<file path="config.mk">
export PLATFORM = sky130hd
export DESIGN_NAME = evgen_top
export DESIGN_NICKNAME = d
export VERILOG_FILES = /design/src/rtl/evgen_pkg.sv /design/src/rtl/evgen_cfg.sv /design/src/rtl/evgen_seq.sv /design/src/rtl/evgen_words.sv /design/src/rtl/evgen_top.sv
export SDC_FILE = /design/constraint.sdc
export NUM_CORES = 1
export LEC_CHECK = 0
export BUFFER_PORTS_ARGS = -buffer_cell sky130_fd_sc_hd__buf_2
export CAP_MARGIN = 20
export CORE_ASPECT_RATIO = 0.5
export CORE_UTILIZATION = 55
export DETAILED_ROUTE_END_ITERATION = 8
export PLACE_DENSITY_LB_ADDON = 0.08
export SYNTH_ARGS = -nofsm -noshare
export SYNTH_HDL_FRONTEND = slang
export SYNTH_SLANG_ARGS = --single-unit
</file>
<file path="constraint.sdc">
create_clock -name clk -period 4.7 [get_ports clk]
set_input_delay 0.705 -clock clk [delete_from_list [all_inputs] [get_ports clk]]
set_output_delay 0.705 -clock clk [all_outputs]
set_load 0.02 [all_outputs]
</file>
<file path="src/rtl/evgen_pkg.sv">
package evgen_pkg;
   localparam int HDR_WORDS = 10;
   localparam int TRL_WORDS = 4;
   localparam int FIXED_WORDS = HDR_WORDS + TRL_WORDS;

   localparam logic [31:0] K_HDR_MARK  = 32'hEE12_34EE;
   localparam logic [31:0] K_HDR_SIZE  = 32'h0000_0009;
   localparam logic [31:0] K_FORMAT    = 32'h0300_0000;
   localparam logic [31:0] K_SOURCE    = 32'hABCD_ACBD;
   localparam logic [31:0] K_TRIG_TYPE = 32'hB0B0_B0B0;
   localparam logic [31:0] K_EVT_TYPE  = 32'h0D0D_0D0D;
   localparam logic [31:0] K_TRL_ONE   = 32'h0000_0001;

   typedef enum logic {GS_IDLE, GS_SEND} gen_state_e;
endpackage

</file>
<file path="src/rtl/evgen_cfg.sv">
module evgen_cfg #(
   parameter int CFG_W  = 64,
   parameter int SIZE_W = 16,
   parameter int RUN_W  = 16,
   parameter int FRAG_W = 24
) (
   input  logic              clk,
   input  logic              rst_n,
   input  logic              cfg_we,
   input  logic [CFG_W-1:0]  cfg_wdata,
   output logic              run_on,
   output logic [SIZE_W-1:0] cfg_size,
   output logic [RUN_W-1:0]  cfg_run,
   output logic [FRAG_W-1:0] cfg_frag
);
   localparam int RUN_LO  = SIZE_W;
   localparam int FRAG_LO = SIZE_W + RUN_W;

   always_ff @(posedge clk) begin
      if (!rst_n) begin
         run_on   <= 1'b0;
         cfg_size <= '0;
         cfg_run  <= '0;
         cfg_frag <= '0;
      end else if (cfg_we) begin
         if (cfg_wdata == '0) begin
            run_on <= 1'b0;
         end else begin
            run_on   <= 1'b1;
            cfg_size <= cfg_wdata[SIZE_W-1:0];
            cfg_run  <= cfg_wdata[RUN_LO +: RUN_W];
            cfg_frag <= cfg_wdata[FRAG_LO +: FRAG_W];
         end
      end
   end
endmodule

</file>
<file path="src/rtl/evgen_seq.sv">
module evgen_seq
   import evgen_pkg::*;
#(
   parameter int SIZE_W  = 16,
   parameter int RUN_W   = 16,
   parameter int FRAG_W  = 24,
   parameter int EVID_W  = 32,
   parameter int SPILL_W = 32,
   parameter int IDX_W   = SIZE_W + 1
) (
   input  logic               clk,
   input  logic               rst_n,
   input  logic               run_on,
   input  logic [SIZE_W-1:0]  cfg_size,
   input  logic [RUN_W-1:0]   cfg_run,
   input  logic [FRAG_W-1:0]  cfg_frag,
   input  logic               out_ready,
   output logic               active,
   output logic [IDX_W-1:0]   idx,
   output logic [SIZE_W-1:0]  p_size,
   output logic [RUN_W-1:0]   p_run,
   output logic [EVID_W-1:0]  ev_id,
   output logic [SPILL_W-1:0] spill
);
   gen_state_e        state;
   logic [FRAG_W-1:0] p_frag;
   logic [FRAG_W-1:0] frag_cnt;
   logic [FRAG_W:0]   frag_next;
   logic [FRAG_W:0]   frag_lim;
   logic [IDX_W-1:0]  last_idx;
   logic              fire;
   logic              last_word;
   logic              spill_done;

   assign active     = (state == GS_SEND);
   assign fire       = active && out_ready;
   assign last_idx   = {1'b0, p_size} + IDX_W'(FIXED_WORDS - 1);
   assign last_word  = (idx == last_idx);
   assign frag_next  = {1'b0, frag_cnt} + 1'b1;
   assign frag_lim   = (p_frag == '0) ? (FRAG_W+1)'(1) : {1'b0, p_frag};
   assign spill_done = (frag_next >= frag_lim);

   always_ff @(posedge clk) begin
      if (!rst_n) begin
         state    <= GS_IDLE;
         idx      <= '0;
         p_size   <= '0;
         p_run    <= '0;
         p_frag   <= '0;
         ev_id    <= '0;
         spill    <= '0;
         frag_cnt <= '0;
      end else if (state == GS_IDLE) begin
         if (run_on) begin
            state    <= GS_SEND;
            idx      <= '0;
            p_size   <= cfg_size;
            p_run    <= cfg_run;
            p_frag   <= cfg_frag;
            ev_id    <= '0;
            spill    <= '0;
            frag_cnt <= '0;
         end
      end else if (fire) begin
         if (last_word) begin
            ev_id <= ev_id + 1'b1;
            if (spill_done) begin
               frag_cnt <= '0;
               spill    <= spill + 1'b1;
            end else begin
               frag_cnt <= frag_next[FRAG_W-1:0];
            end
            if (run_on) begin
               idx    <= '0;
               p_size <= cfg_size;
               p_run  <= cfg_run;
               p_frag <= cfg_frag;
            end else begin
               state <= GS_IDLE;
            end
         end else begin
            idx <= idx + 1'b1;
         end
      end
   end
endmodule

</file>
<file path="src/rtl/evgen_words.sv">
module evgen_words
   import evgen_pkg::*;
#(
   parameter int DATA_W  = 32,
   parameter int SIZE_W  = 16,
   parameter int RUN_W   = 16,
   parameter int EVID_W  = 32,
   parameter int SPILL_W = 32,
   parameter int IDX_W   = SIZE_W + 1
) (
   input  logic [IDX_W-1:0]   idx,
   input  logic [SIZE_W-1:0]  p_size,
   input  logic [RUN_W-1:0]   p_run,
   input  logic [EVID_W-1:0]  ev_id,
   input  logic [SPILL_W-1:0] spill,
   output logic [DATA_W-1:0]  word,
   output logic               sop,
   output logic               eop
);
   logic [DATA_W-1:0] ev_word;
   logic [DATA_W-1:0] spill_word;
   logic [IDX_W-1:0]  trl_base;
   logic [IDX_W-1:0]  trl_rel;
   logic [IDX_W-1:0]  pay_rel;

   generate
      if (EVID_W >= DATA_W) begin : g_ev_cut
         assign ev_word = ev_id[DATA_W-1:0];
      end else begin : g_ev_pad
         assign ev_word = {{(DATA_W-EVID_W){1'b0}}, ev_id};
      end
      if (SPILL_W >= DATA_W) begin : g_sp_cut
         assign spill_word = spill[DATA_W-1:0];
      end else begin : g_sp_pad
         assign spill_word = {{(DATA_W-SPILL_W){1'b0}}, spill};
      end
   endgenerate

   assign trl_base = {1'b0, p_size} + IDX_W'(HDR_WORDS);
   assign trl_rel  = idx - trl_base;
   assign pay_rel  = idx - IDX_W'(HDR_WORDS);

   always_comb begin
      word = '0;
      sop  = 1'b0;
      eop  = 1'b0;
      if (idx < IDX_W'(HDR_WORDS)) begin
         case (idx[3:0])
            4'd0:    sop  = 1'b1;
            4'd1:    word = DATA_W'(K_HDR_MARK);
            4'd2:    word = DATA_W'(K_HDR_SIZE);
            4'd3:    word = DATA_W'(K_FORMAT);
            4'd4:    word = DATA_W'(K_SOURCE);
            4'd5:    word = DATA_W'(p_run);
            4'd6:    word = ev_word;
            4'd7:    word = spill_word;
            4'd8:    word = DATA_W'(K_TRIG_TYPE);
            default: word = DATA_W'(K_EVT_TYPE);
         endcase
      end else if (idx < trl_base) begin
         word = DATA_W'(pay_rel);
      end else begin
         case (trl_rel)
            IDX_W'(0): word = DATA_W'(K_TRL_ONE);
            IDX_W'(1): word = DATA_W'(p_size);
            IDX_W'(2): word = DATA_W'(K_TRL_ONE);
            default:   eop  = 1'b1;
         endcase
      end
   end
endmodule

</file>
<file path="src/rtl/evgen_top.sv">
module evgen_top #(
   parameter int CFG_W   = 64,
   parameter int DATA_W  = 32,
   parameter int SIZE_W  = 16,
   parameter int RUN_W   = 16,
   parameter int FRAG_W  = 24,
   parameter int EVID_W  = 32,
   parameter int SPILL_W = 32
) (
   input  logic              clk,
   input  logic              rst_n,
   input  logic              cfg_we,
   input  logic [CFG_W-1:0]  cfg_wdata,
   input  logic              out_ready,
   output logic              out_valid,
   output logic [DATA_W-1:0] out_data,
   output logic              out_sop,
   output logic              out_eop
);
   localparam int IDX_W = SIZE_W + 1;

   generate
      if (DATA_W < 32) begin : g_bad_data_w
         $error("evgen_top: DATA_W must be at least 32");
      end
      if (SIZE_W + RUN_W + FRAG_W > CFG_W) begin : g_bad_fields
         $error("evgen_top: control fields exceed CFG_W");
      end
      if (SIZE_W < 4 || SIZE_W > DATA_W || RUN_W > DATA_W) begin : g_bad_size_w
         $error("evgen_top: SIZE_W or RUN_W out of range");
      end
   endgenerate

   logic               run_on;
   logic [SIZE_W-1:0]  cfg_size;
   logic [RUN_W-1:0]   cfg_run;
   logic [FRAG_W-1:0]  cfg_frag;
   logic               active;
   logic [IDX_W-1:0]   idx;
   logic [SIZE_W-1:0]  p_size;
   logic [RUN_W-1:0]   p_run;
   logic [EVID_W-1:0]  ev_id;
   logic [SPILL_W-1:0] spill;
   logic               w_sop;
   logic               w_eop;

   evgen_cfg #(
      .CFG_W(CFG_W), .SIZE_W(SIZE_W), .RUN_W(RUN_W), .FRAG_W(FRAG_W)
   ) u_cfg (
      .clk(clk), .rst_n(rst_n), .cfg_we(cfg_we), .cfg_wdata(cfg_wdata),
      .run_on(run_on), .cfg_size(cfg_size), .cfg_run(cfg_run), .cfg_frag(cfg_frag)
   );

   evgen_seq #(
      .SIZE_W(SIZE_W), .RUN_W(RUN_W), .FRAG_W(FRAG_W),
      .EVID_W(EVID_W), .SPILL_W(SPILL_W), .IDX_W(IDX_W)
   ) u_seq (
      .clk(clk), .rst_n(rst_n), .run_on(run_on),
      .cfg_size(cfg_size), .cfg_run(cfg_run), .cfg_frag(cfg_frag),
      .out_ready(out_ready), .active(active), .idx(idx),
      .p_size(p_size), .p_run(p_run), .ev_id(ev_id), .spill(spill)
   );

   evgen_words #(
      .DATA_W(DATA_W), .SIZE_W(SIZE_W), .RUN_W(RUN_W),
      .EVID_W(EVID_W), .SPILL_W(SPILL_W), .IDX_W(IDX_W)
   ) u_words (
      .idx(idx), .p_size(p_size), .p_run(p_run), .ev_id(ev_id), .spill(spill),
      .word(out_data), .sop(w_sop), .eop(w_eop)
   );

   assign out_valid = active;
   assign out_sop   = active && w_sop;
   assign out_eop   = active && w_eop;
endmodule

</file>
**After elaboration in Yosys (flattened, before gate mapping)**

Index checks and enable logic that the tools add are counted.

- $add $sub $neg: 8
- Multipliers: 0
- Div/mod/pow operators: 0
- Order comparisons: 3
- Eq/ne operators: 14
- Shift-type cells: 0
- Mux-type cells: 44
- Bitwise logic cells: 1
- Reductions and logical operators: 14

Operators with widths:

| cell | number |
|---|---|
| $mux 32 | 10 |
| $pmux 32 s9 | 1 |
| $mux 24 | 10 |
| $mux 16 | 8 |
| $mux 17 | 4 |
| $add 32x1->32 const B | 2 |
| $logic_not 64->1 | 1 |
| $add 16x4->17 const B | 2 |
| $pmux 16 s2 | 1 |
| $add 24x1->25 const B | 1 |
| $ge 25x25->1 | 1 |
| $logic_not 24->1 | 1 |
| $add 17x1->17 const B | 1 |
| $eq 17x1->1 const B | 1 |
| $eq 17x17->1 | 1 |
| $eq 17x2->1 const B | 1 |
| $logic_not 17->1 | 1 |
| $lt 17x17->1 | 1 |
| $lt 17x4->1 const B | 1 |
| $sub 17x17->17 | 1 |
| $sub 17x4->17 const B | 1 |
| $eq 4x3->1 const B | 4 |
| $mux 1 | 10 |
| $eq 4x2->1 const B | 2 |
| other kinds (12) | 17 |

- Bits in registers: 219
- Latch bits: 0
- Memory bits (writable): 0
- ROM bits: 0
- Output and inout port bits: 35
- Memories: 0

**Longest topological paths before layout**

Gate-level depths: netlist of the first run.

- Depth in word-level cells: 8
- Mapped depth: 18
- Depth with buffers taken out: 16

**Hierarchy**

Synthesis of the first run repeated with hierarchy kept, for this count alone.

- Cell total of the unflattened synthesis: 1806
- Area, all modules: 13840.8 um^2

By module, submodules not included:

| module | instances | cells each | area each (um^2) |
|---|---|---|---|
| evgen_seq | 1 | 1141 | 8889.8 |
| evgen_words | 1 | 395 | 2558.7 |
| evgen_cfg | 1 | 268 | 2379.8 |
| evgen_top | 1 | 2 | 12.5 |

**Least setup slack after synthesis of the first run**

No wires, ideal clock.

- Path type: reg-to-output
- Start point: register u_seq.p_size[1]
- End point: output port out_data[11]
- Arrival: 4.074 ns
- Data required time: 3.995 ns
- Slack: -0.079 ns
- Stages on the path, launching flop included: 17
- Path through: dfxtp_1 > ha_1 > o21ai_0 > nor2_1 > xnor2_1 > ha_1 > clkbuf_1 > a21oi_1 > o21ai_0 > a221o_1 > or3_1 > a221oi_1 > and4b_1 > clkbuf_1 > nand3_1 > clkbuf_1 > o21ai_0

- Cells in the longest elaborated chain, start to end: 7
- Elaborated cells on any way between the ends: 10
- Those cells by class: add/sub: 2; order compare: 1; eq/ne: 2; mux: 3; reduce/logical: 2

Ends and longest elaborated chain:

| item | line | RTL |
|---|---|---|
| start, declared | evgen_seq.sv:20 | `output logic [SIZE_W-1:0] p_size,` |
| start signal, assigned | evgen_seq.sv:57 | `p_size <= cfg_size;` |
| start signal, assigned | evgen_seq.sv:75 | `p_size <= cfg_size;` |
| $add 16x4->17 (*) | evgen_words.sv:39 | `assign trl_base = {1'b0, p_size} + IDX_W'(HDR_WORDS);` |
| $sub 17x17->17 | evgen_words.sv:40 | `assign trl_rel = idx - trl_base;` |
| $eq 17x2->1 / $logic_not 17->1 (equally long branches) | evgen_words.sv:63 | `case (trl_rel)` |
| $reduce_or 2->1 (no line) | - |  |
| $pmux 16 s2 | evgen_words.sv:63 |  |
| $mux 32 (*) | evgen_words.sv:60 | `end else if (idx < trl_base) begin` |
| $mux 32 (*) | evgen_words.sv:47 | `if (idx < IDX_W'(HDR_WORDS)) begin` |
| end, declared | evgen_top.sv:16 | `output logic [DATA_W-1:0] out_data,` |

Mark *: on every way between the ends. The rest lies on a longest branch, timed or not.

**Worst setup path after layout of the first run**

- Start point: register u_seq.p_size[1]
- End point: output port out_data[2]

The elaborated chain is that of the path after synthesis.

==> metrics.md, run 1 <==
| Metric | Value |
|---|---|
| Result of the run | `complete, but fails checks` |
| Violations in the final reports | `negative setup slack` |
| Number of distinct library cells after synthesis | `88` |
| Final nets | `1966` |
| Standard cell with the maximum stage delay on the critical path | `sky130_fd_sc_hd__or3_4` |
| Final-report max-slew violation count | `0` |
| Number of detailed-route iterations in the first pass | `6` |
| Leftover overflow at the end of global routing | `0` |
| CTS hold repair buffers | `0` |
| Wire per inst | `20.6 um` |
| Placed insts | `2126` |
| Max-cap violations | `0` |
| Upper clock frequency limit | `205 MHz` |
| Peak fanout along the critical path | `4` |
| Worst hold stages | `3` |
| Final HPWL DP | `32800 um` |
| Type of the worst setup path | `reg -> out` |
| Cell depth of the worst flop-to-flop path | `14` |
| FP Rows | `40` |
| Register-to-register setup slack | `~360 ps` |
| Final antenna-violating net count | `0` |
| Warnings from Yosys | `0` |
| Core area | `about 24000 um^2` |
| Worst-case clock buffer depth | `3` |
| Total Routed Length | `45300 um` |
| Routing usage on met1 | `between 40 and 50%` |
| Power density over the cells | `267 nW/um^2` |
| TritonCTS Buffers | `21` |
| Clock transition at the register clock pins on the worst setup and hold paths after CTS | `70 ps` |
| Peak supply drop | `roughly 0.33 mV` |
| Width of the chip | `225 um` |
| Top cell by count, worst path | `sky130_fd_sc_hd__buf_4` |
| Headroom to the max-slew limit | `23.0%` |
| Count of port buffers added during placement | `102` |
| Y dimension of the die | `roughly 110 um` |
| Sequential cell area | `4400 um^2` |
| DIE AREA | `around 25000 um^2` |
| Met2 Usage GRT | `56.6%` |
| Worst Tran Pin Value | `~1100 ps` |
| Post-synth design cell area | `around 14000 um^2` |
| Boundary pin count | `103` |
| Placed Instance Area | `~15000 um^2` |
| Worst Clk Skew | `22.6 ps` |
| Total number of clock tree sinks | `219` |
| Aggregate global-route resource usage | `34.8%` |
| Average vias per placed instance | `6.40` |
| Critical Path Start Type | `register` |
| Predominant post-synthesis flop cell | `sky130_fd_sc_hd__dfxtp_1` |
| CP Data Required Time | `3990 ps` |
| Share of synthesized registers carrying an async set or reset | `0%` |
| Seq cells post-synth | `219` |
| Global-route track usage on met3 | `between 5 and 6%` |
| Crit path cell chain | `a21oi_2 > nand3b_1 > nor4_2 > buf_4 > nand3_2 > xor2_1 > ha_1 > buf_4 > inv_1 > or3_4 > a211oi_4 > buf_6 > nor2_4 > nor3b_4 > buf_4 > nand3_4 > o31ai_4 > buf_6` |
| Lkg Pwr | `6.62 nW` |
| Final Instance Count excl. Fillers | `2195` |
| Sequential-to-total area share from yosys stat | `about 32%` |
| Clock tree from TritonCTS | `built` |
| Post-route worst hold slack | `430 ps` |
| Global-route wire length before repair | `70100 um` |
| Number of global-route vias before repair | `between 10k and 15k` |
| Time the worst path needs with I/O delays and setup | `around 4900 ps` |
| Largest net degree at the start of global routing | `107` |
| Data arrival time of the worst path | `4170 ps` |
| Total number of vias | `14.1k` |
| Clock root buffer | `sky130_fd_sc_hd__clkbuf_16` |
| DRC Markers | `0` |
| Final Wtd Congestion | `0.998` |
| GRT busiest layer | `met2` |
| Number of filler cells placed in the layout | `2026` |
| Final standard cell area without fillers | `between 15000 and 20000 um^2` |
| Post-route worst setup slack | `-177 ps` |
| Endpoint kind of the worst setup timing path | `output port` |
| Number of synthesized flops with an enable pin | `0` |
| Number of hold-slack violations in the final timing report | `0` |
| Number of antenna violations at the first check in global routing | `0` |
| Net count after synthesis | `1848` |
| Period Utilization, post-route | `104%` |
| RSZ-0062 raised after global routing | `yes` |
| Source-to-sink clock delay at the later pin of the worst-skew pair | `~540 ps` |
| Setup violators final | `17` |
| Drt first-iter violations | `1404` |
| Number of cells produced by synthesis | `approximately 1.7k` |
| Number of H-tree levels | `1` |
| Layout-stage area growth over the synthesis result | `18.8%` |
| Average cell area after synthesis | `7.90 um^2` |
| Starting Density | `56.4%` |
| Fraction of layout instances using a drive strength above 1 | `18.3%` |
| # diodes | `0` |
| Multi-input gate area in the final layout | `8970 um^2` |
| Classification of the worst-slack hold path | `in -> reg` |
| Peak per-stage delay on the critical path | `about 400 ps` |
[per-stage QoR]
| stage | total power [mW] | util, % | TNS (ps) | setup slack (ps) |
|---|---|---|---|---|
| floorplan | 2.27 | - | -708 | -78.6 |
| global placement | 2.45 | 61.0 | 0 | 34.9 |
| detailed placement | 2.45 | 61.0 | -441 | -117 |
| CTS | 4.33 | 66.1 | -723 | -110 |
| global route | 4.46 | 67.0 | -3640 | -291 |
| finish | 4.33 | 67.0 | -1430 | -177 |
[synth_stat cells (all sizes together), types with 24 or more instances]
master,number,area [um^2]
dfxtp,219,4380
nor2,195,732
nand2,146,551
a21oi,126,631
mux2i,115,1150
clkbuf,93,352
o21ai,92,460
nand3,75,375
ha,53,663
inv,53,199
xnor2,41,359
nor4,37,238
nand4,33,221
a31oi,32,200
and3,30,188
o31ai,30,225
or3,30,188
xor2,26,228
nor3,24,136
[worst paths after layout]
kind / start / to
max: u_seq.p_size[1] / out_data[2]
min: cfg_wdata[30] / u_cfg.cfg_run[14]
max reg2reg: u_seq.frag_cnt[0] / u_seq.spill[24]
min reg2reg: u_seq.frag_cnt[22] / u_seq.frag_cnt[22]
[worst max-delay path, delay by kind of cell, from the launching register on]
| family | cells | cell delay (ps) |
|---|---|---|
| AND/OR/NAND/NOR | 7 | 1440 |
| buffers and inverters | 6 | 870 |
| AO/OA/AOI/OAI | 3 | 480 |
| flip-flops | 1 | 360 |
| adder cells (fa/ha/maj) | 1 | 350 |
| XOR/XNOR | 1 | 150 |
[where the power goes]
part / internal, mW / total [mW] / switching [mW]
logic: 0.198 / 0.516 / 0.317
clock network: 1.08 / 1.88 / 0.798
registers: 1.90 / 1.93 / 0.0351
total: 3.18 / 4.33 / 1.15
[layer usage]
layer	share of wire, %	routed length, um	vias to the layer above
li1	-	-	6614
met1	43	19500	6652
met2	45	20600	684
met3	8.3	3740	106
met4	3.2	1450	0
met5	0	0	-
[timing repair]
item                       in CTS  in global routing
setup endpoints to repair      17                 26
buffers inserted               21                 11
pin swaps                      31                 25
hold endpoints to repair        0                  0
gates resized for setup        95                 37
[kinds of logic after synthesis]
kind of cell | count (synthesis) | share of synthesized area, %
adder cells (fa/ha/maj) | 54 | 5.01
AO/OA/AOI/OAI | 440 | 20.9
multiplexers | 115 | 8.44
AND/OR/NAND/NOR | 661 | 24.2
XOR/XNOR | 67 | 4.30
buffers and inverters | 170 | 5.04
flip-flops | 219 | 32.1
[placed cells by master (no fill, tap or decap), drive strengths merged, types with 37 or more instances in the layout]
cell / instances
xnor2: 41
nor4: 37
nand3: 75
nand2: 146
dfxtp: 219
o21ai: 92
inv: 56
nor2: 195
ha: 53
a21oi: 126
buf: 210
mux2i: 115
[state kept, by name, summed over array words and instances, names as in the netlist]
| signal | count |
|---|---|
| u_seq.ev_id | 32 |
| u_seq.spill | 32 |
| u_cfg.cfg_frag | 24 |
| u_seq.frag_cnt | 24 |
| u_seq.p_frag | 24 |
| u_seq.idx | 17 |
| u_cfg.cfg_run | 16 |
| u_cfg.cfg_size | 16 |
| u_seq.p_run | 16 |
| u_seq.p_size | 16 |
| u_cfg.run_on | 1 |
| u_seq.active | 1 |
[area by class of cell]
cell class                 count  share of cell area [%]
tap                          336                    2.59
sequential                   219                    27.1
multi-input combinational   1337                    55.3
clock inverter                13                    1.14
clock buffer                  25                    3.46
inverter                      55                    1.29
timing repair buffer         210                    9.05
No activity file was read; power rests on OpenSTA's default activity.
==> run 2: changes to the inputs <==
- clock period: 4.7 -> 6.03 ns (I/O delays scaled with it)
==> metrics.md, run 2 (synthesis gave the netlist of run 1 again) <==
| Metric | Value |
|---|---|
| Total Routed Length | `44400 um (was 45300 um)` |
| Fraction of layout instances using a drive strength above 1 | `11.4% (was 18.3%)` |
| Switching Share | `25.9% (was 26.6%)` |
| Period Utilization, post-route | `a little over nine tenths` |
| Setup total negative slack | `0 ps (was -1430 ps)` |
| Largest registers | `u_seq.ev_id: 32 flops, u_seq.spill: 32 flops (unchanged)` |
| Classification of the worst-slack hold path | `reg -> reg (was in -> reg)` |
| Combinational share of power | `10.8% (was 11.9%)` |
| Clock tree from TritonCTS | `built (unchanged)` |
| Power density over the cells | `222 nW/um^2 (was 267 nW/um^2)` |
| Most common cell after layout, fill and taps aside | `sky130_fd_sc_hd__dfxtp_1 (unchanged)` |
| RSZ-0062 raised after global routing | `no (was yes)` |
| CTS-repair resized insts | `1 (was 95)` |
| Number of detailed-route iterations in the first pass | `8 (was 6)` |
| Total number of clock tree sinks | `219 (unchanged)` |
| Average vias per placed instance | `6.47 (was 6.40)` |
| Start point of the critical path | `u_seq.p_size[1] (unchanged)` |
| Peak supply drop | `0.193 mV (was 0.333 mV)` |
| Wire per inst | `21.0 um (was 20.6 um)` |
| Boundary pin count | `103 (unchanged)` |
| Layout Utilization | `62.8% (was 67.0%)` |
| Number of global-route vias before repair | `12.6k (was 12.8k)` |
| Final Instance Count excl. Fillers | `2117 (was 2195)` |
| Placed insts | `2077 (was 2126)` |
| # diodes | `0 (unchanged)` |
| Number of hold-slack violations in the final timing report | `0 (unchanged)` |
| Max-cap violations | `0 (unchanged)` |
| Total number of vias | `13.7k (was 14.1k)` |
| Critical Path Start Type | `register (unchanged)` |
| FP Rows | `40 (unchanged)` |
| Leftover overflow at the end of global routing | `0 (unchanged)` |
| Width of the chip | `225 um (unchanged)` |
| Share of total power in sequential cells | `44.9% (was 44.6%)` |
| Layout-stage area growth over the synthesis result | `11.3% (was 18.8%)` |
| Headroom to the max-slew limit | `20.9% (was 23.0%)` |
| Worst Tran Pin Value | `1180 ps (was 1140 ps)` |
| Final HPWL DP | `32200 um (was 32800 um)` |
| Y dimension of the die | `113 um (unchanged)` |
| Routing usage on met1 | `47.3% (was 47.8%)` |
| Peak fanout along the critical path | `8 (was 4)` |
| Final-report max-slew violation count | `0 (unchanged)` |
| Final nets | `1888 (was 1966)` |
| DRC Markers | `0 (unchanged)` |
| Part of the total power dissipated in the clock network | `44.4% (was 43.5%)` |
| DIE AREA | `25500 um^2 (unchanged)` |
| Buffers inserted during post-CTS setup optimization | `0 (was 21)` |
| Aggregate global-route resource usage | `34.2% (was 34.8%)` |
| Lkg Pwr | `6.14 nW (was 6.62 nW)` |
| R2R Path Start | `u_seq.frag_cnt[0] (unchanged)` |
| Core area | `24200 um^2 (unchanged)` |
| Setup violators final | `0 (was 17)` |
| Drt first-iter violations | `1772 (was 1404)` |
| Post-route worst hold slack | `456 ps (was 430 ps)` |
| CP Data Required Time | `5130 ps (was 3990 ps)` |
| Data arrival time of the worst path | `4860 ps (was 4170 ps)` |
| Worst hold stages | `2 (was 3)` |
| Clock root buffer | `sky130_fd_sc_hd__clkbuf_16 (unchanged)` |
| Global-route track usage on met3 | `4.91% (was 5.14%)` |
| CTS hold repair buffers | `0 (unchanged)` |
| Most frequent cells in the layout | `217 x sky130_fd_sc_hd__dfxtp_1, 194 x sky130_fd_sc_hd__nor2_1, 145 x sky130_fd_sc_hd__nand2_1 (was 214 x sky130_fd_sc_hd__dfxtp_1, 190 x sky130_fd_sc_hd__nor2_1, 144 x sky130_fd_sc_hd__nand2_1)` |
| Register-to-register setup slack | `1390 ps (was 360 ps)` |
| Final Wtd Congestion | `0.946 (was 0.998)` |
| Number of antenna violations at the first check in global routing | `0 (unchanged)` |
| Post-route worst setup slack | `269 ps (was -177 ps)` |
| Destination of the worst register-to-register timing path | `u_seq.spill[14] (was u_seq.spill[24])` |
| Count of port buffers added during placement | `102 (unchanged)` |
| Number of H-tree levels | `1 (unchanged)` |
| Worst slack after detailed placement | `477 ps (was -117 ps)` |
| Endpoint kind of the worst setup timing path | `output port (unchanged)` |
| Cell depth of the worst flop-to-flop path | `15 (was 14)` |
| Clock transition at the register clock pins on the worst setup and hold paths after CTS | `60 ps (was 70 ps)` |
| GRT busiest layer | `met2 (unchanged)` |
| Met2 Usage GRT | `55.5% (was 56.6%)` |
| Global-route wire length before repair | `68700 um (was 70100 um)` |
| Source-to-sink clock delay at the later pin of the worst-skew pair | `530 ps (was 540 ps)` |
| Upper clock frequency limit | `174 MHz` |
| Worst-case clock buffer depth | `3 (unchanged)` |
| Result of the run | `finished clean (was complete, but fails checks)` |
| Worst Clk Skew | `16.9 ps (was 22.6 ps)` |
| Starting Density | `56.4% (unchanged)` |
| Final antenna-violating net count | `0 (unchanged)` |
| Net load switching power | `0.874 mW (was 1.15 mW)` |
| Internal | `2.50 mW (was 3.18 mW)` |
| Hold path endpoint | `u_seq.frag_cnt[16] (was u_cfg.cfg_run[14])` |
| Type of the worst setup path | `reg -> out (unchanged)` |
| Largest net degree at the start of global routing | `114 (was 107)` |
| TritonCTS Buffers | `21 (unchanged)` |
| Hold Startpoint | `u_seq.frag_cnt[16] (was cfg_wdata[30])` |
| Time the worst path needs with I/O delays and setup | `5760 ps` |
-- run 2: cell types whose count changed in the layout (fill, tap and decap cells not counted), moves of 8 or more --
| cell | change |
|---|---|
| sky130_fd_sc_hd__buf_4 | -75 |
| sky130_fd_sc_hd__buf_6 | -18 |
| sky130_fd_sc_hd__buf_2 | +16 |
| sky130_fd_sc_hd__o21ai_2 | -11 |
| sky130_fd_sc_hd__o21ai_0 | +10 |
| sky130_fd_sc_hd__a21oi_1 | +8 |
| sky130_fd_sc_hd__a21oi_2 | -8 |
-- run 2: cell type report --
type                       instances  area, um^2
timing repair buffer             132         773
inverter                          55         209
multi-input combinational       1337        8630
tap                              336         420
clock inverter                    11         194
sequential                       219        4390
fill                            2185        8990
clock buffer                      27         568
-- run 2: worst max-delay path by stage --
stage / slack [ps] / cells after the start / end
2_1_floorplan: 1050 / 16 / out_data[11]
3_3_place_gp: 730 / 16 / out_data[11]
3_5_place_dp: 480 / 16 / out_data[4]
4_1_cts: 40 / 16 / out_data[4]
5_1_grt: 50 / 15 / out_data[2]
6_report: 270 / 15 / out_data[2]
-- run 2: power by group through the flow --
stage	Clock, mW	Sequential, mW	Combinational, mW
6_report	1.50	1.51	0.363
5_1_grt	1.56	1.52	0.390
4_1_cts	1.51	1.51	0.354
3_5_place_dp	0	1.55	0.351
3_3_place_gp	0	1.54	0.344
2_1_floorplan	0	1.53	0.243
-- run 2: critical path: stages (launching register included) --
cell	delay, ps
sky130_fd_sc_hd__dfxtp_1	490
sky130_fd_sc_hd__a21oi_1	160
sky130_fd_sc_hd__nand3b_1	270
sky130_fd_sc_hd__nor4_1	320
sky130_fd_sc_hd__buf_4	180
sky130_fd_sc_hd__nand3_1	90
sky130_fd_sc_hd__xor2_1	190
sky130_fd_sc_hd__ha_1	390
sky130_fd_sc_hd__inv_1	110
sky130_fd_sc_hd__or3_1	350
sky130_fd_sc_hd__a211oi_1	430
sky130_fd_sc_hd__nor2_1	210
sky130_fd_sc_hd__nor3b_1	470
sky130_fd_sc_hd__nand3_1	140
sky130_fd_sc_hd__o31ai_1	310
sky130_fd_sc_hd__buf_2	230
-- run 2: metal layers --
layer | wire [um] | vias up | part of all wire [%]
li1 | - | 6457 | -
met1 | 19600 | 6566 | 44
met2 | 20300 | 591 | 46
met3 | 3470 | 85 | 7.8
met4 | 1100 | 0 | 2.5
met5 | 0 | - | 0
-- run 2: stage by stage --
| step | cell area (um^2) | total power [mW] |
|---|---|---|
| finish | 15200 | 3.37 |
| CTS | 15100 | 3.37 |
| global placement | 14400 | 1.89 |
| detailed placement | 14400 | 1.90 |
| floorplan | 13600 | 1.77 |
| global route | 15200 | 3.47 |
==> run 3: changes to the inputs <==
- PLACE_DENSITY: unset -> 0.72
- PLACE_DENSITY_LB_ADDON: 0.08 -> unset
==> metrics.md, run 3 (synthesis gave the netlist of run 1 again) <==
| Metric | Value |
|---|---|
| Type of the worst setup path | `reg -> out (unchanged)` |
| Power density over the cells | `225 nW/um^2 (was 222 nW/um^2)` |
| Final nets | `1885 (was 1888)` |
| Core area | `24200 um^2 (unchanged)` |
| Largest registers | `u_seq.ev_id: 32 flops, u_seq.spill: 32 flops (unchanged)` |
| Capture point of the critical path | `out_data[2] (unchanged)` |
| Cell depth of the worst flop-to-flop path | `15 (unchanged)` |
| Boundary pin count | `103 (unchanged)` |
| Setup violators final | `0 (unchanged)` |
| DRC Markers | `0 (unchanged)` |
| Time the worst path needs with I/O delays and setup | `5800 ps (was 5760 ps)` |
| Classification of the worst-slack hold path | `reg -> reg (unchanged)` |
| Start point of the critical path | `u_seq.p_size[2] (was u_seq.p_size[1])` |
| Clock transition at the register clock pins on the worst setup and hold paths after CTS | `70 ps (was 60 ps)` |
| Period Utilization, post-route | `96.2% (was 95.5%)` |
| Number of H-tree levels | `1 (unchanged)` |
| Total number of vias | `13.8k (was 13.7k)` |
| Source-to-sink clock delay at the later pin of the worst-skew pair | `530 ps (about the same)` |
| Number of filler cells placed in the layout | `2162 (was 2185)` |
| CP Data Required Time | `5130 ps (about the same)` |
| Global-route wire length before repair | `70200 um (was 68700 um)` |
| Final HPWL DP | `32500 um (was 32200 um)` |
| Destination of the worst register-to-register timing path | `u_seq.spill[14] (unchanged)` |
| Fraction of layout instances using a drive strength above 1 | `11.4% (about the same)` |
| # diodes | `0 (unchanged)` |
| RSZ-0062 raised after global routing | `no (unchanged)` |
| CTS hold repair buffers | `0 (unchanged)` |
| Number of antenna violations at the first check in global routing | `0 (unchanged)` |
| Wire per inst | `21.4 um (was 21.0 um)` |
| Count of port buffers added during placement | `102 (unchanged)` |
| Max-cap violations | `0 (unchanged)` |
| Total Routed Length | `45100 um (was 44400 um)` |
| Number of detailed-route iterations in the first pass | `8 (unchanged)` |
| Average vias per placed instance | `6.55 (was 6.47)` |
| Final Wtd Congestion | `1.03 (was 0.946)` |
| Standard cell with the maximum stage delay on the critical path | `sky130_fd_sc_hd__dfxtp_1 (unchanged)` |
| Placed Instance Area | `14300 um^2 (was 14400 um^2)` |
| Sequential cell area | `4390 um^2 (unchanged)` |
| Final standard cell area without fillers | `15100 um^2 (was 15200 um^2)` |
| Setup total negative slack | `0 ps (unchanged)` |
| Peak supply drop | `0.187 mV (was 0.193 mV)` |
| Layout-stage area growth over the synthesis result | `11.0% (was 11.3%)` |
| Crit path cell chain | `a21oi_1 > nand3b_1 > nor4_4 > nand3_1 > xor2_1 > ha_1 > inv_1 > or3_1 > a211oi_1 > nor2_1 > nor3b_1 > nand3_1 > o31ai_1 > buf_2 (was a21oi_1 > nand3b_1 > nor4_1 > buf_4 > nand3_1 > xor2_1 > ha_1 > inv_1 > or3_1 > a211oi_1 > nor2_1 > nor3b_1 > nand3_1 > o31ai_1 > buf_2)` |
| Most frequent cells in the layout | `217 x sky130_fd_sc_hd__dfxtp_1, 194 x sky130_fd_sc_hd__nor2_1, 145 x sky130_fd_sc_hd__nand2_1 (unchanged)` |
| Worst-case clock buffer depth | `3 (unchanged)` |
| DIE AREA | `25500 um^2 (unchanged)` |
| Total power consumption of the routed design | `3.40 mW (was 3.37 mW)` |
| Endpoint kind of the worst setup timing path | `output port (unchanged)` |
| Worst Clk Skew | `7.85 ps (was 16.9 ps)` |
| Clock root buffer | `sky130_fd_sc_hd__clkbuf_16 (unchanged)` |
| Leftover overflow at the end of global routing | `0 (unchanged)` |
| Multi-input gate area in the final layout | `8640 um^2 (was 8630 um^2)` |
| Data arrival time of the worst path | `4900 ps (was 4860 ps)` |
| R2R Path Start | `u_seq.frag_cnt[0] (unchanged)` |
| Register-to-register setup slack | `1220 ps (was 1390 ps)` |
| Upper clock frequency limit | `172 MHz (was 174 MHz)` |
| Peak fanout along the critical path | `9 (was 8)` |
| Starting Density | `56.4% (unchanged)` |
| Clock tree from TritonCTS | `built (unchanged)` |
| Drt first-iter violations | `1672 (was 1772)` |
| Final-report max-slew violation count | `0 (unchanged)` |
| Width of the chip | `225 um (unchanged)` |
| Headroom to the max-slew limit | `19.1% (was 20.9%)` |
| TritonCTS Buffers | `21 (unchanged)` |
| Critical Path Start Type | `register (unchanged)` |
| Number of global-route vias before repair | `12.7k (was 12.6k)` |
| Worst Tran Pin Value | `1210 ps (was 1180 ps)` |
| Most common cell after layout, fill and taps aside | `sky130_fd_sc_hd__dfxtp_1 (unchanged)` |
| Y dimension of the die | `113 um (unchanged)` |
| Number of hold-slack violations in the final timing report | `0 (unchanged)` |
| FP Rows | `40 (unchanged)` |
| Peak per-stage delay on the critical path | `510 ps (was 490 ps)` |
| Lkg Pwr | `6.12 nW (was 6.14 nW)` |
| Aggregate global-route resource usage | `34.8% (was 34.2%)` |
| Final antenna-violating net count | `0 (unchanged)` |
| Result of the run | `finished clean (unchanged)` |
| Top cell by count, worst path | `sky130_fd_sc_hd__nand3_1 (unchanged)` |
| Total number of clock tree sinks | `219 (unchanged)` |
| Largest net degree at the start of global routing | `83 (was 114)` |
[run 3: cell count changes in the layout (fill, tap and decap cells not counted), sizes merged]
cell	previous run	this run
buf	131	129
clkbuf	28	24
clkinvlp	0	1
[run 3: report_power, final]
part,internal (mW),switching [mW],total [mW]
Clock,0.896,0.624,1.52
Sequential,1.48,0.0317,1.51
Combinational,0.130,0.240,0.370
Total,2.51,0.895,3.40
[run 3: worst min-delay path by stage]
stage / depth (start not counted) / from / slack [ps] / end
final: 2 / u_seq.frag_cnt[16] / 460 / u_seq.frag_cnt[16]
after detailed placement: 2 / u_seq.frag_cnt[16] / 450 / u_seq.frag_cnt[16]
after floorplan: 2 / u_seq.frag_cnt[16] / 430 / u_seq.frag_cnt[16]
after global routing: 2 / u_seq.frag_cnt[16] / 490 / u_seq.frag_cnt[16]
after CTS: 2 / u_seq.frag_cnt[16] / 460 / u_seq.frag_cnt[16]
after global placement: 2 / u_seq.frag_cnt[16] / 440 / u_seq.frag_cnt[16]
[run 3: layout make-up]
class	count	area share, %
Multi-Input combinational cell	1337	57.1
Sequential cell	219	29.0
Timing Repair Buffer	129	4.71
Clock buffer	24	3.74
Tap cell	336	2.78
Inverter	55	1.38
Clock inverter	12	1.36
[run 3: per-layer routing]
metal | GRT usage, % | wire length [um] | part of all wire (%) | vias to the layer above
li1 | - | - | - | 6440
met1 | 47.3 | 19600 | 43 | 6620
met2 | 56.5 | 20300 | 45 | 672
met3 | 6.21 | 3990 | 8.9 | 103
met4 | 10.6 | 1230 | 2.7 | 0
met5 | 0 | 0 | 0 | -
[run 3: worst max-delay path, delay by kind of cell (launching register included)]
family                     cells  cell delay [ps]
DFF                            1              510
xor gates and xnor gates       1              180
and+or+nand+nor                7             2030
buffers and inverters          2              340
AOI/OAI and AO/OA              3              910
adders and majority gates      1              390
[run 3: what timing repair did]
item | CTS | global route
setup buffers | 0 | 0
gates resized for setup | 1 | 7
endpoints found under the setup margin | 3 | 12
[run 3: per-stage QoR]
stage | utilization (%) | hold WS, ps | setup WS [ps] | std cells
final | 62.6 | 457 | 228 | 2112
after global routing | 62.6 | 494 | 16.0 | 2112
after CTS | 62.6 | 458 | 38.9 | 2112
after detailed placement | 59.3 | 448 | 564 | 2076
after global placement | 59.3 | 439 | 747 | 2076
after floorplan | - | 432 | 1050 | 1726
